File: config.mk
export PLATFORM = sky130hd
export DESIGN_NAME = orb_bridge
export DESIGN_NICKNAME = d
export VERILOG_FILES = /design/src/rtl/orb_pkg.sv /design/src/rtl/orb_pend_table.sv /design/src/rtl/orb_rd_reorder.sv /design/src/rtl/orb_bridge.sv
export SDC_FILE = /design/constraint.sdc
export NUM_CORES = 2
export LEC_CHECK = 0
export BUFFER_PORTS_ARGS = -buffer_cell sky130_fd_sc_hd__buf_2
export CAP_MARGIN = 10
export CORE_MARGIN = 2
export CORE_UTILIZATION = 40
export DETAILED_ROUTE_END_ITERATION = 7
export PLACE_DENSITY = 0.67
export SLEW_MARGIN = 20
export SYNTH_ARGS = -nofsm -noshare
export SYNTH_HDL_FRONTEND = slang
export SYNTH_SLANG_ARGS = --single-unit
File: constraint.sdc
create_clock -name clk -period 6.9 [get_ports clk]
set_input_delay 1.38 -clock clk [delete_from_list [all_inputs] [get_ports clk]]
set_output_delay 1.38 -clock clk [all_outputs]
set_load 0.01 [all_outputs]
File: src/rtl/orb_pkg.sv
package orb_pkg;

    typedef enum logic [1:0] {
        WK_PLAIN  = 2'd0,
        WK_STREAM = 2'd1,
        WK_RESP   = 2'd2,
        WK_SPARE  = 2'd3
    } wkind_e;

    typedef enum logic [1:0] {
        RS_OK   = 2'd0,
        RS_BUSY = 2'd1,
        RS_ERR  = 2'd2,
        RS_ERRX = 2'd3
    } rstat_e;

    function automatic logic is_tracked_write(input logic [1:0] kind);
        return wkind_e'(kind) == WK_RESP;
    endfunction

    function automatic logic is_fail(input logic [1:0] st);
        return (rstat_e'(st) == RS_ERR) || (rstat_e'(st) == RS_ERRX);
    endfunction

endpackage

File: src/rtl/orb_pend_table.sv
module orb_pend_table #(
    parameter int NENT = 8,
    parameter int PW   = 16,
    parameter int TW   = 12,
    localparam int IW  = $clog2(NENT)
) (
    input  logic            clk,
    input  logic            rst,
    input  logic [TW-1:0]   tmo_load,
    input  logic            alloc_en,
    input  logic [PW-1:0]   alloc_pl,
    output logic [IW-1:0]   free_id,
    output logic            full,
    input  logic            busy_en,
    input  logic            settle_en,
    input  logic            release_en,
    input  logic [IW-1:0]   rsp_id,
    input  logic [IW-1:0]   release_id,
    input  logic            reissue_en,
    output logic            rs_any,
    output logic [IW-1:0]   rs_id,
    output logic [PW-1:0]   rs_pl,
    input  logic            exp_block,
    output logic            exp_en,
    output logic [IW-1:0]   exp_id,
    output logic [NENT-1:0] vld_o,
    output logic [NENT-1:0] armed_o
);
    logic [NENT-1:0] vld, armed, rsd;
    logic [TW-1:0]   tmr [NENT];
    logic [PW-1:0]   pl  [NENT];

    // lowest-index search for free slot, pending re-send and expired timer
    always_comb begin
        free_id = '0;
        rs_id   = '0;
        exp_id  = '0;
        rs_any  = 1'b0;
        exp_en  = 1'b0;
        for (int i = NENT - 1; i >= 0; i--) begin
            if (!vld[i]) free_id = IW'(i);
            if (rsd[i]) begin
                rs_id  = IW'(i);
                rs_any = 1'b1;
            end
            if (armed[i] && tmr[i] == '0 && !exp_block) begin
                exp_id = IW'(i);
                exp_en = 1'b1;
            end
        end
    end

    assign full    = &vld;
    assign rs_pl   = pl[rs_id];
    assign vld_o   = vld;
    assign armed_o = armed;

    always_ff @(posedge clk) begin
        if (rst) begin
            vld   <= '0;
            armed <= '0;
            rsd   <= '0;
            for (int i = 0; i < NENT; i++) tmr[i] <= '0;
        end else begin
            for (int i = 0; i < NENT; i++) begin
                if (armed[i] && tmr[i] != '0) tmr[i] <= tmr[i] - 1'b1;
                if (exp_en && exp_id == IW'(i)) armed[i] <= 1'b0;
                if (settle_en && rsp_id == IW'(i)) armed[i] <= 1'b0;
                if (busy_en && rsp_id == IW'(i)) begin
                    armed[i] <= 1'b0;
                    rsd[i]   <= 1'b1;
                end
                if (reissue_en && rs_id == IW'(i)) begin
                    rsd[i]   <= 1'b0;
                    armed[i] <= 1'b1;
                    tmr[i]   <= tmo_load;
                end
                if (release_en && release_id == IW'(i)) begin
                    vld[i]   <= 1'b0;
                    armed[i] <= 1'b0;
                    rsd[i]   <= 1'b0;
                end
                if (alloc_en && free_id == IW'(i)) begin
                    vld[i]   <= 1'b1;
                    armed[i] <= 1'b1;
                    rsd[i]   <= 1'b0;
                    tmr[i]   <= tmo_load;
                    pl[i]    <= alloc_pl;
                end
            end
        end
    end

    // an allocation never lands on an occupied entry
    a_r2_alloc_into_free: assert property (@(posedge clk) disable iff (rst)
        alloc_en |-> !vld[free_id]);

    // only occupied entries are released
    a_r5_release_valid: assert property (@(posedge clk) disable iff (rst)
        release_en |-> vld[release_id]);

endmodule

File: src/rtl/orb_rd_reorder.sv
module orb_rd_reorder #(
    parameter int NENT = 8,
    parameter int DW   = 32,
    localparam int IW  = $clog2(NENT)
) (
    input  logic          clk,
    input  logic          rst,
    input  logic          push_en,
    input  logic [IW-1:0] push_id,
    input  logic          fill_en,
    input  logic [IW-1:0] fill_id,
    input  logic          fill_err,
    input  logic [DW-1:0] fill_data,
    output logic          pop_en,
    output logic [IW-1:0] pop_id,
    output logic [IW:0]   occ,
    output logic          out_valid,
    output logic          out_err,
    output logic [DW-1:0] out_data
);
    logic [IW-1:0]   ord [NENT];
    logic [IW-1:0]   hd, tl;
    logic [NENT-1:0] done, err_q;
    logic [DW-1:0]   dat [NENT];

    assign pop_id = ord[hd];
    assign pop_en = (occ != '0) && done[pop_id];

    always_ff @(posedge clk) begin
        if (rst) begin
            hd        <= '0;
            tl        <= '0;
            occ       <= '0;
            done      <= '0;
            err_q     <= '0;
            out_valid <= 1'b0;
            out_err   <= 1'b0;
            out_data  <= '0;
        end else begin
            out_valid <= pop_en;
            if (pop_en) begin
                out_data     <= dat[pop_id];
                out_err      <= err_q[pop_id];
                done[pop_id] <= 1'b0;
                hd           <= hd + 1'b1;
            end
            if (push_en) begin
                ord[tl] <= push_id;
                tl      <= tl + 1'b1;
            end
            occ <= occ + {{IW{1'b0}}, push_en} - {{IW{1'b0}}, pop_en};
            if (fill_en) begin
                done[fill_id]  <= 1'b1;
                err_q[fill_id] <= fill_err;
                dat[fill_id]   <= fill_data;
            end
        end
    end

    // each read result is written once before it is delivered
    a_r6_fill_once: assert property (@(posedge clk) disable iff (rst)
        fill_en |-> !done[fill_id]);

endmodule

File: src/rtl/orb_bridge.sv
module orb_bridge
    import orb_pkg::*;
#(
    parameter int NENT = 8,
    parameter int AW   = 16,
    parameter int DW   = 32,
    parameter int TW   = 12,
    parameter int CW   = 16,
    localparam int IW  = $clog2(NENT)
) (
    input  logic          clk,
    input  logic          rst,
    input  logic [TW-1:0] tmo_load,
    input  logic          bus_valid,
    input  logic          bus_write,
    input  logic [1:0]    bus_wkind,
    input  logic [AW-1:0] bus_addr,
    input  logic [DW-1:0] bus_wdata,
    output logic          bus_wait,
    output logic          rd_valid,
    output logic [DW-1:0] rd_data,
    output logic          rd_err,
    output logic          wr_fail,
    output logic          dsc_valid,
    input  logic          dsc_ready,
    output logic [IW-1:0] dsc_id,
    output logic          dsc_write,
    output logic [1:0]    dsc_wkind,
    output logic [AW-1:0] dsc_addr,
    output logic [DW-1:0] dsc_data,
    input  logic          rsp_valid,
    input  logic          rsp_write,
    input  logic [IW-1:0] rsp_id,
    input  logic [1:0]    rsp_status,
    input  logic [DW-1:0] rsp_data,
    output logic          bad_rsp,
    output logic [CW-1:0] cnt_wr_acc,
    output logic [CW-1:0] cnt_wr_sent,
    output logic [CW-1:0] cnt_wr_pend
);
    localparam int WPW = AW + DW;

    logic            rd_full, wr_full, rd_rs_any, wr_rs_any, rd_exp, wr_exp;
    logic [IW-1:0]   rd_free, wr_free, rd_rs_id, wr_rs_id, rd_exp_id, wr_exp_id;
    logic [AW-1:0]   rd_rs_pl;
    logic [WPW-1:0]  wr_rs_pl;
    logic [NENT-1:0] rd_vld, rd_armed, wr_vld, wr_armed;
    logic            pop_en;
    logic [IW-1:0]   pop_id;
    logic [IW:0]     rd_occ;

    logic want_rd, want_wt, accept, rd_alloc, wr_alloc, rd_reissue, wr_reissue;
    logic rd_hit, wr_hit, rsp_busy, rd_busy, wr_busy, rd_settle, wr_done, wr_close;
    logic fill_en, fill_err;
    logic [IW-1:0] fill_id;

    assign want_rd  = bus_valid && !bus_write;
    assign want_wt  = bus_valid && bus_write && is_tracked_write(bus_wkind);
    assign bus_wait = dsc_valid || rd_rs_any || wr_rs_any
                   || (want_rd && rd_full) || (want_wt && wr_full);
    assign accept   = bus_valid && !bus_wait;
    assign rd_alloc = accept && !bus_write;
    assign wr_alloc = accept && bus_write && is_tracked_write(bus_wkind);

    assign rd_reissue = !dsc_valid && rd_rs_any;
    assign wr_reissue = !dsc_valid && !rd_rs_any && wr_rs_any;

    assign rd_hit    = rsp_valid && !rsp_write && rd_armed[rsp_id];
    assign wr_hit    = rsp_valid &&  rsp_write && wr_armed[rsp_id];
    assign rsp_busy  = rstat_e'(rsp_status) == RS_BUSY;
    assign rd_busy   = rd_hit && rsp_busy;
    assign wr_busy   = wr_hit && rsp_busy;
    assign rd_settle = rd_hit && !rsp_busy;
    assign wr_done   = wr_hit && !rsp_busy;
    assign wr_close  = wr_done || wr_exp;

    assign fill_en  = rd_settle || rd_exp;
    assign fill_id  = rd_settle ? rsp_id : rd_exp_id;
    assign fill_err = rd_settle ? (rstat_e'(rsp_status) != RS_OK) : 1'b1;

    orb_pend_table #(.NENT(NENT), .PW(AW), .TW(TW)) u_rd_tab (
        .clk, .rst, .tmo_load,
        .alloc_en(rd_alloc), .alloc_pl(bus_addr), .free_id(rd_free), .full(rd_full),
        .busy_en(rd_busy), .settle_en(rd_settle), .release_en(pop_en),
        .rsp_id, .release_id(pop_id),
        .reissue_en(rd_reissue), .rs_any(rd_rs_any), .rs_id(rd_rs_id), .rs_pl(rd_rs_pl),
        .exp_block(rsp_valid), .exp_en(rd_exp), .exp_id(rd_exp_id),
        .vld_o(rd_vld), .armed_o(rd_armed)
    );

    orb_pend_table #(.NENT(NENT), .PW(WPW), .TW(TW)) u_wr_tab (
        .clk, .rst, .tmo_load,
        .alloc_en(wr_alloc), .alloc_pl({bus_addr, bus_wdata}), .free_id(wr_free),
        .full(wr_full),
        .busy_en(wr_busy), .settle_en(1'b0), .release_en(wr_close),
        .rsp_id, .release_id(wr_done ? rsp_id : wr_exp_id),
        .reissue_en(wr_reissue), .rs_any(wr_rs_any), .rs_id(wr_rs_id), .rs_pl(wr_rs_pl),
        .exp_block(rsp_valid), .exp_en(wr_exp), .exp_id(wr_exp_id),
        .vld_o(wr_vld), .armed_o(wr_armed)
    );

    orb_rd_reorder #(.NENT(NENT), .DW(DW)) u_reorder (
        .clk, .rst,
        .push_en(rd_alloc), .push_id(rd_free),
        .fill_en, .fill_id, .fill_err, .fill_data(rsp_data),
        .pop_en, .pop_id, .occ(rd_occ),
        .out_valid(rd_valid), .out_err(rd_err), .out_data(rd_data)
    );

    // single outbound descriptor slot: re-sends first, then new bus requests
    always_ff @(posedge clk) begin
        if (rst) begin
            dsc_valid <= 1'b0;
            dsc_id    <= '0;
            dsc_write <= 1'b0;
            dsc_wkind <= '0;
            dsc_addr  <= '0;
            dsc_data  <= '0;
        end else if (dsc_valid) begin
            if (dsc_ready) dsc_valid <= 1'b0;
        end else if (rd_reissue) begin
            dsc_valid <= 1'b1;
            dsc_id    <= rd_rs_id;
            dsc_write <= 1'b0;
            dsc_wkind <= WK_PLAIN;
            dsc_addr  <= rd_rs_pl;
            dsc_data  <= '0;
        end else if (wr_reissue) begin
            dsc_valid <= 1'b1;
            dsc_id    <= wr_rs_id;
            dsc_write <= 1'b1;
            dsc_wkind <= WK_RESP;
            {dsc_addr, dsc_data} <= wr_rs_pl;
        end else if (accept) begin
            dsc_valid <= 1'b1;
            dsc_id    <= !bus_write ? rd_free : (wr_alloc ? wr_free : '0);
            dsc_write <= bus_write;
            dsc_wkind <= bus_write ? bus_wkind : WK_PLAIN;
            dsc_addr  <= bus_addr;
            dsc_data  <= bus_write ? bus_wdata : '0;
        end
    end

    always_ff @(posedge clk) begin
        if (rst) begin
            cnt_wr_acc  <= '0;
            cnt_wr_sent <= '0;
            cnt_wr_pend <= '0;
            bad_rsp     <= 1'b0;
            wr_fail     <= 1'b0;
        end else begin
            bad_rsp <= rsp_valid && !rd_hit && !wr_hit;
            wr_fail <= (wr_done && is_fail(rsp_status)) || wr_exp;
            if (accept && bus_write) cnt_wr_acc <= cnt_wr_acc + 1'b1;
            if (dsc_valid && dsc_ready && dsc_write) cnt_wr_sent <= cnt_wr_sent + 1'b1;
            if (wr_alloc && !wr_close)
                cnt_wr_pend <= cnt_wr_pend + 1'b1;
            else if (wr_close && !wr_alloc && cnt_wr_pend != '0)
                cnt_wr_pend <= cnt_wr_pend - 1'b1;
        end
    end

    // a descriptor is held until the link side takes it
    a_r1_dsc_hold: assert property (@(posedge clk) disable iff (rst)
        dsc_valid && !dsc_ready |=> dsc_valid && $stable(dsc_id) && $stable(dsc_addr)
                                   && $stable(dsc_data) && $stable(dsc_write));

    // every occupied read entry has exactly one place in the delivery order
    a_r2_rd_occupancy: assert property (@(posedge clk) disable iff (rst)
        $countones(rd_vld) == int'(rd_occ));

    // the in-flight write counter follows the write table occupancy
    a_r11_pend_matches: assert property (@(posedge clk) disable iff (rst)
        int'(cnt_wr_pend) == $countones(wr_vld));

    // a drop flag only follows a presented response
    a_r10_bad_after_rsp: assert property (@(posedge clk) disable iff (rst)
        bad_rsp |-> $past(rsp_valid));

endmodule

==> flow_summary_export.csv <==
group,metric,value,unit
run_status,status,"finished, final reports clean",
cts,clockBufferDepth,3,
cts,cts_buffers,133,
global_routing,grt.total_usage,21.1,%
logic_synthesis,synth_top_area_share,56.0,%
setup_path,end_kind,"flop",
die,initial_utilization,40.2,%
timing,rsz0062_at_grt,"false",
logic_synthesis,synth_cell_type_count,103,
layout,syn2layout_area_growth,14.9,%
logic_synthesis,synth_area_leaders,"edfxtp_1, dfxtp_1, nand2_1",
timing,finalSetupViolations,0,
timing,worstMarginPinSlew,1.03,ns
route,drtIter0Drc,4145,
cts,post_cts_resized,0,
route,finalWirelength,145000,um
setup_path,crit_required,7.57,ns
logic_synthesis,netlist_instances,4535,
cts,insertion_delay,0.79,ns
global_routing,grt_start_max_net_pins,141,
logic_synthesis,synthArstFlopShare,0,%
global_routing,grt_pass1_wl,220000,um
cts,postCtsHoldBufs,0,
die,dieArea,135000,sq um
cts,clk_pin_slew,0.06,ns
logic_synthesis,yosysTopAreaCell,"edfxtp_1",
cts,cts_tree,"done",
setup_path,arrival,6.25,ns
timing,finalClockSkew,0.0457,ns
die,fp.dieW,367,um
timing,finalCritPeriodShare,80.8,%
timing,tns,0,ns
timing,hold_ws,0.435,ns
power,powerDensity,283,nW/um^2
timing,drv_slew,0,
flow_run,drv_cap,0,
setup_path,cp_max_fo,14,
logic_synthesis,ys.warnings.count,0,
cts,clock-sinks,1200,
logic_synthesis,synth-edff-count,984,
global_routing,grt_pass1_vias,36000,
route,avgRoutedWirePerCell,22.0,um
power,ir_drop,280,uV
power,leakagePower,20.8,nW
layout,drive_gt1_share,14.8,%
logic_synthesis,ys_top_cells_by_count,"edfxtp_1, nand2_1, nor2_1, a21oi_1, nand3_1",
cts,root_buffer,"clkbuf_16",
logic_synthesis,yosysMostFrequentCell,"edfxtp_1",
global_routing,antenna_found_initial,16,
die,num_io_pins,246,
logic_synthesis,postSynthAreaPerCell,11.6,sq um
route,route.detailed.drc,0,
place,portBuffers,245,
cts,cts_setup_buffers,0,
die,rows,133,
route,viasPerCell,5.68,
layout,nets,4891,
setup_path,reg2reg_setup_slack,1.32,ns
logic_synthesis,netlist_area,52800,sq um
logic_synthesis,yosysSeqAreaShare,64.2,%
timing,final-hold-violation-count,0,
place,gp_congestion,0.946,
global_routing,grt-ovfl-total,0,
cts,htreeDepth,4,
logic_synthesis,synth_nets,4687,
timing,fmax,179,MHz
die,die_y,367,um
setup_path,worst-setup-path-type,"flop to flop",
route,ant_nets,0,
route,drtPass1Iterations,7,
route,route.vias.total,37600,
timing,setup_ws,1.32,ns
timing,fin_crit,5.58,ns
place,place_ws,0.690,ns
worst_hold_path,hp-class,"flop to flop",
logic_synthesis,synth-main-ff-cell,"edfxtp_1",
place,hpwlAfterDp,87600,um
die,core,131000,sq um
timing,maxSlewHeadroom,31.2,%
setup_path,critPathLaunchType,"flop",
logic_synthesis,ys_ff_latch,1200,
==> stage by stage <==
step / std cells / cell area, sq um / power [mW] / util (%)
2_1_floorplan: 4535 / 52800 / 9.43 / -
3_3_place_gp: 6359 / 56100 / 10.1 / 42.7
3_5_place_dp: 6359 / 56100 / 10.1 / 42.7
4_1_cts: 6605 / 60600 / 17.3 / 46.2
5_1_grt: 6607 / 60600 / 17.8 / 46.2
6_report: 6611 / 60600 / 17.2 / 46.2
==> power by group <==
group | switching (mW) | internal [mW] | total, mW
Sequential | 0.143 | 8.01 | 8.15
Combinational | 1.20 | 0.589 | 1.79
Clock | 3.00 | 4.21 | 7.21
==> worst max-delay path, stage by stage (launching register included) <==
cell       delay (ns)
dfxtp_1          0.37
nor4_2           0.59
nand3_2          0.38
nor4_2           0.43
and2_1           0.47
and4_1           0.51
inv_1            0.36
ha_1             0.44
or3_1            0.35
o21ai_0          0.12
nor3_1           0.12
nand3b_1         0.20
a2111oi_0        0.56
o21ai_0          0.21
and3b_1          0.21
nor3_1           0.15
==> final cells by class <==
type                       count  area [sq um]
tap                         1755          2200
timing repair buffer         318          1810
fill                       11800         70700
clock inverter                61           683
antenna                        6          15.0
multi-input combinational   3004         17900
clock buffer                 185          3820
inverter                      82           308
sequential                  1200         33900
==> state kept, by name (all words and copies together) (netlist names), 16 cells and up, named ones only <==
signal / cells
u_wr_tab.pl: 384
u_reorder.dat: 256
u_rd_tab.pl: 128
u_rd_tab.tmr: 96
u_wr_tab.tmr: 96
dsc_data: 32
u_reorder.out_data: 32
u_reorder.ord: 24
cnt_wr_acc: 16
cnt_wr_pend: 16
cnt_wr_sent: 16
dsc_addr: 16
==> cells in the final DEF (no fill, tap or decap), drive strengths merged, types with 34 or more instances in the layout <==
cell type,instances
edfxtp,984
nand2,583
nor2,538
buf,318
nand3,240
a21oi,239
dfxtp,216
clkbuf,185
nor3,154
o21ai,139
xnor2,116
mux2,93
inv,90
o22ai,79
xor2,78
nand4,62
a211oi,61
mux2i,53
nor4,53
ha,44
a222oi,38
or3,38
clkinv,37
nand2b,34
==> per-layer routing <==
| metal | vias to the layer above | wire length, um | track usage (%) |
|---|---|---|---|
| met5 | - | 100 | 0 |
| met4 | 16 | 3870 | 6.72 |
| met3 | 290 | 12100 | 4.46 |
| met2 | 1539 | 67300 | 33.4 |
| met1 | 18500 | 62000 | 29.0 |
| li1 | 17200 | - | - |
==> worst paths after layout <==
check,endpoint,startpoint,cells past startpoint
worst min-delay path,dsc_data[17],dsc_data[17],2
worst min register to register,dsc_data[17],dsc_data[17],2
worst max-delay path,cnt_wr_pend[15],u_rd_tab.rsd[4],15
worst max register to register,cnt_wr_pend[15],u_rd_tab.rsd[4],15
==> cell families (layout without fill, tap and decap cells) <==
| family | count (synthesis) | after routing | synth area share [%] |
|---|---|---|---|
| buffers and inverters | 331 | 646 | 2.42 |
| DFF | 1200 | 1200 | 64.2 |
| and+or+nand+nor | 1850 | 1850 | 16.3 |
| xor gates and xnor gates | 194 | 194 | 3.22 |
| muxes | 155 | 155 | 3.37 |
| other | 0 | 6 | 0 |
| adders and majority gates | 46 | 46 | 1.12 |
| AOI/OAI and AO/OA | 759 | 759 | 9.44 |
No activity file was read; power rests on OpenSTA's default activity.
